### src/rtl/xfer_mode_pkg.sv
package xfer_mode_pkg;
  localparam int MODE_W = 3;

  typedef struct packed {
    logic wrOff;
    logic rdOff;
    logic burstOff;
  } mode_t;

  typedef struct packed {
    logic clrModes;
    logic loadModes;
    logic loadLock;
  } strobe_t;

  localparam mode_t MODE_DEFAULT = '{wrOff: 1'b0, rdOff: 1'b0, burstOff: 1'b0};
endpackage

### src/rtl/xfer_mode_ctrl.sv
module xfer_mode_ctrl
  import xfer_mode_pkg::*;
(
  input  logic    softReset,
  input  logic    cfgWrEn,
  input  logic    lockWrEn,
  input  logic    lockQ,
  output strobe_t strobes
);
  always_comb begin
    strobes = '0;
    // soft reset wins over a write in the same cycle
    strobes.clrModes  = softReset & ~lockQ;
    strobes.loadModes = cfgWrEn & ~softReset;
    strobes.loadLock  = lockWrEn;
  end
endmodule

### src/rtl/xfer_mode_dp.sv
module xfer_mode_dp
  import xfer_mode_pkg::*;
(
  input  logic              clk,
  input  logic              rstN,
  input  strobe_t           strobes,
  input  logic [MODE_W-1:0] cfgWrData,
  input  logic              lockWrData,
  input  logic              fifoEnable,
  input  logic              xferRead,
  output mode_t             modeQ,
  output logic              lockQ,
  output logic              useFifoRd,
  output logic              useFifoWr,
  output logic              burstMode,
  output logic              fifoActive,
  output logic              perByteReq
);
  always_ff @(posedge clk or negedge rstN) begin
    if (!rstN) begin
      modeQ <= MODE_DEFAULT;
      lockQ <= 1'b0;
    end else begin
      if (strobes.clrModes)       modeQ <= MODE_DEFAULT;
      else if (strobes.loadModes) modeQ <= mode_t'(cfgWrData);
      if (strobes.loadLock)       lockQ <= lockWrData;
    end
  end

  always_comb begin
    useFifoRd  = fifoEnable & ~modeQ.rdOff;
    useFifoWr  = fifoEnable & ~modeQ.wrOff;
    burstMode  = fifoEnable & ~modeQ.burstOff;
    fifoActive = xferRead ? useFifoRd : useFifoWr;
    perByteReq = ~(fifoActive & burstMode);
  end
endmodule

### src/rtl/xfer_mode_reg.sv
module xfer_mode_reg
  import xfer_mode_pkg::*;
(
  input  logic              clk,
  input  logic              rstN,
  input  logic              softReset,
  input  logic              cfgWrEn,
  input  logic [MODE_W-1:0] cfgWrData,
  input  logic              lockWrEn,
  input  logic              lockWrData,
  input  logic              fifoEnable,
  input  logic              xferRead,
  output logic              useFifoRd,
  output logic              useFifoWr,
  output logic              burstMode,
  output logic              fifoActive,
  output logic              perByteReq
);
  strobe_t strobes;
  mode_t   modeQ;
  logic    lockQ;

  xfer_mode_ctrl u_ctrl (
    .softReset (softReset),
    .cfgWrEn   (cfgWrEn),
    .lockWrEn  (lockWrEn),
    .lockQ     (lockQ),
    .strobes   (strobes)
  );

  xfer_mode_dp u_dp (
    .clk        (clk),
    .rstN       (rstN),
    .strobes    (strobes),
    .cfgWrData  (cfgWrData),
    .lockWrData (lockWrData),
    .fifoEnable (fifoEnable),
    .xferRead   (xferRead),
    .modeQ      (modeQ),
    .lockQ      (lockQ),
    .useFifoRd  (useFifoRd),
    .useFifoWr  (useFifoWr),
    .burstMode  (burstMode),
    .fifoActive (fifoActive),
    .perByteReq (perByteReq)
  );
endmodule

### config.mk
export PLATFORM = sky130hd
export DESIGN_NAME = xfer_mode_reg
export DESIGN_NICKNAME = d
export VERILOG_FILES = /design/src/rtl/xfer_mode_pkg.sv /design/src/rtl/xfer_mode_ctrl.sv /design/src/rtl/xfer_mode_dp.sv /design/src/rtl/xfer_mode_reg.sv
export SDC_FILE = /design/constraint.sdc
export NUM_CORES = 1
export LEC_CHECK = 0
export ABC_CLOCK_PERIOD_IN_PS = 1000
export CAP_MARGIN = 5
export CORE_AREA = 2 2 39 41
export CTS_CLUSTER_DIAMETER = 120
export CTS_CLUSTER_SIZE = 40
export DETAILED_ROUTE_END_ITERATION = 6
export DIE_AREA = 0 0 41 43
export PLACE_DENSITY_LB_ADDON = 0.08
export SYNTH_ARGS = -nofsm -noshare
export SYNTH_HDL_FRONTEND = slang
export SYNTH_HIERARCHICAL = 1
export SYNTH_SLANG_ARGS = --single-unit
### constraint.sdc
create_clock -name clk -period 1 [get_ports clk]
set_clock_uncertainty 0.1 [all_clocks]
set_input_delay 0.2 -clock clk [delete_from_list [all_inputs] [get_ports clk]]
set_output_delay 0.2 -clock clk [all_outputs]
set_load 0.03 [all_outputs]
After elaboration in Yosys (flattened, before gate mapping)
Index checks and enable logic that the tools add are counted.
Widths: inputs -> output; s select.
{"block": "op_classes", "n_reduce_logical": 1, "bitwise": 12, "muxes": 3}
{"cell": "$and 1x1->1", "n": 6}
{"cell": "$mux 3", "n": 2}
{"cell": "$not 1->1", "n": 6}
{"cell": "$reduce_bool 2->1", "n": 1}
{"cell": "$mux 1", "n": 1}
{"block": "word_totals", "regBits": 4, "output_inout_bits": 5, "wordCells": 20}

Logic depth before layout (Yosys ltp)
{"block": "depth", "depth_word": 5, "ltp_mapped": 3, "ltp_nobuf": 3}

Cells and area by module
Netlist, hierarchy kept.
{"module": "xfer_mode_dp", "cells_each": 17, "area_per_inst_um2": 191.4, "instances": 1}
{"module": "xfer_mode_ctrl", "cells_each": 3, "area_per_inst_um2": 22.5, "instances": 1}

Worst setup path after synthesis
No wires, ideal clock.
{"block": "synth_path", "path_type": "reg2out", "startpoint": "reg, netlist name u_dp/modeQ[0]", "endpoint": "out perByteReq", "t_arrival_ps": 1184, "slack_ps": -484, "path_buffers": 0, "path_stages_with_launch": 3, "cell_sequence": "dfrtp_1 > nor2b_1 > nand2_1"}
{"block": "synth_between", "elab_chain_cells": 4}
{"element": "$not 1->1", "line_no": "xfer_mode_dp.sv:33", "text": "burstMode = fifoEnable & ~modeQ.burstOff;"}
{"element": "$and 1x1->1", "line_no": "xfer_mode_dp.sv:33"}
{"element": "via burstMode", "line_no": "xfer_mode_reg.sv:15", "text": "output logic burstMode,"}
{"element": "$and 1x1->1", "line_no": "xfer_mode_dp.sv:35", "text": "perByteReq = ~(fifoActive & burstMode);"}
{"element": "$not 1->1", "line_no": "xfer_mode_dp.sv:35"}
{"element": "end, declared", "line_no": "xfer_mode_reg.sv:17", "text": "output logic perByteReq"}
The timed path passes the listed nets, and every way through them passes these cells.

Worst setup path in the final report
{"block": "layout_path", "startpoint": "reg, netlist name u_dp/modeQ[2]", "endpoint": "out fifoActive"}
{"block": "layout_between", "elab_chain_cells": 3}
{"element": "$not 1->1", "line_no": "xfer_mode_dp.sv:32", "text": "useFifoWr = fifoEnable & ~modeQ.wrOff;"}
{"element": "$and 1x1->1", "line_no": "xfer_mode_dp.sv:32"}
{"element": "$mux 1", "line_no": "xfer_mode_dp.sv:34", "text": "fifoActive = xferRead ? useFifoRd : useFifoWr;"}
{"element": "end, declared", "line_no": "xfer_mode_reg.sv:16", "text": "output logic fifoActive,"}
Every way passes these cells.

==> out/qor.yml <==
synthAdderAreaFrac_pct: 0
synth_top_area_share_pct: 46.8
synth_area_leaders: "dfrtp_1, mux2i_1, nor2b_1"
fp-row-count: 14
ir_worst_vdd_v: 0.000480
ant_nets: 0
root_buffer: "clkbuf_4"
grt_pass1_vias: 244
dp_hpwl_um: 494
tns_ps: -2030
final_nets: 59
netlist_area_sq_um: 214
finalSetupViolations: 7
max_slew_margin_pct: 86.9
clkTransAtPathRegs_ps: 40
synth_top_cell_by_area: "dfrtp_1"
yosysSeqAreaShare_pct: 46.8
vias: 231
max_freq_mhz: 710
synthArstFlopShare_pct: 100
outcome: "finished, violations left"
die_x_um: 41
worst_pin_slew_ps: 193
drc: 0
synth-xor-area-share_pct: 0
leakage_nw: 0.250
yosys_warnings: 6
preCtsSetupSlack_ps: -912
path_buf_inv: 1
grt_start_max_net_pins: 5
antenna_cells: 0
grt_pass1_wl_um: 917
reg2reg_to: "u_dp/modeQ[1]"
drt_first_pass_iters: 1
synth_edf_count: 0
final_hold_viol_count: 0
cts_buffers: 3
clock_path_buffers: 2
netlist_top_cells_count: "dfrtp_1, mux2i_1, nor2b_1, nor2_1"
chipHeight_um: 43
io_buffers: 15
worst_setup_path_start_kind: "flip-flop"
crit_path_cell_trace: "mux2i_2 -> and2_4 -> buf_6"
synth_cell_type_count: 9
drive_gt1_share_pct: 54.3
report.final.slew_viol_count: 0
area_growth_pct: 140
critPathKind: "flip-flop to primary output"
pin_count: 16
hold_buffers: 0
path_max_fanout: 2
crit_required_ps: 700
synth_mux_area_share_pct: 24.0
period_share_pct: 141
cts_num_sinks: 4
drt_iter0_markers: 0
finish.utilization_pct: 37.2
grt-ovfl-total: 0
worstHoldPathType: "input pin to asynchronous set/reset pin"
max_stage_delay_ps: 390
ys.flop_type: "dfrtp_1"
clk_latency_ps: 230
rsz0062_at_grt: "true"
p_per_area_mw_per_mm2: 1280
synth_top_family_by_area: "simple AND/OR/NAND/NOR gates"
avgSynthCellArea_sq_um: 10.7
syn-num-nets: 31
synth-simple-area-share_pct: 25.7
antenna_found_initial: 0
syn_inst: 20
grtUsageTotal_pct: 8.48
cap_violations: 0
worstReg2RegStart: "u_dp/modeQ[1]"
synth_compound_area_share_pct: 0
arrival_ps: 1110
cp_slowest_cell: "dfrtp_1"
wirelength_um: 639
r2r_setup_slack_ps: -140
dpl_cell_area_sq_um: 429
cts_tree: "built"
crit_family: "flip-flops"
ys_seq_elements: 4
start_util_pct: 15.5
fin_area_sq_um: 514
reg2reg_depth: 5
place_congestion: 0.649
violations: "setup timing"
die-area_sq_mm: 0.00176
wire_per_inst_um: 10.3
core_area_sq_mm: 0.00138
routed_via_density: 3.73
layout_setup_ws_ps: -409
fin_crit_ps: 1410
endpoint_kind: "primary output"
cts_max_level: 1
hold_ws_ps: 69.0
-- how the worst max path moves through the flow --
stage	startpoint	cells past startpoint	slack, ps	end
after global placement	xferRead	4	-870	perByteReq
after global routing	u_dp/modeQ[1]	3	-470	fifoActive
after CTS	u_dp/modeQ[2]	3	-430	fifoActive
final	u_dp/modeQ[2]	3	-410	fifoActive
after detailed placement	xferRead	4	-910	perByteReq
after floorplan	u_dp/modeQ[1]	2	-100	fifoActive
-- kinds of logic (layout without fill, tap and decap cells) --
| group | after synthesis | count (layout) |
|---|---|---|
| buf+inv | 1 | 27 |
| simple gates | 10 | 10 |
| flops | 4 | 4 |
| mux | 5 | 5 |
-- cells in the final DEF, fill, tap and decap left out --
cell	instances
clkdlybuf4s50_1	6
buf_4	5
mux2i_2	1
clkbuf_4	3
mux2i_1	3
nor2_1	3
dfrtp_1	4
nor2b_2	1
buf_6	9
mux2_2	1
nor2b_1	1
dlygate4sd2_1	4
and2_4	1
nor2b_4	3
nand2_2	1
-- per-layer routing --
metal | vias up | global-route usage, % | wire length, um
met4 | 0 | 8.00 | 0
li1 | 118 | - | -
met2 | 12 | 13.1 | 336
met3 | 0 | 4.19 | 78
met5 | - | 0 | 0
met1 | 101 | 7.19 | 224
-- final cells by class --
type                       instances  area, sq um
sequential                         4          100
fill                             147          870
multi-input combinational         15          138
clock buffer                       3         22.5
tap                               16         20.0
timing repair buffer              24          234
-- report_power, final --
group / internal [mW] / switching [mW]
sequential: 0.181 / 0.0158
combinational: 0.160 / 0.110
clock: 0.134 / 0.0571
-- state kept, by name, indices dropped and copies added (netlist names) --
register,cells
u_dp/lockQ,1
u_dp/modeQ,3
-- metrics by stage --
stage	std cells	total power, mW
after CTS	60	0.658
after floorplan	20	0.299
after global routing	62	0.698
after detailed placement	56	0.414
after global placement	56	0.411
final	62	0.658
-- what timing repair did --
action / in CTS / in global routing
setup buffers: 1 / 2
gates cloned: 0 / 0
gates resized for setup: 21 / 1
pin swaps: 3 / 3
setup endpoints to repair: 8 / 7
No activity file was read; power rests on OpenSTA's default activity.
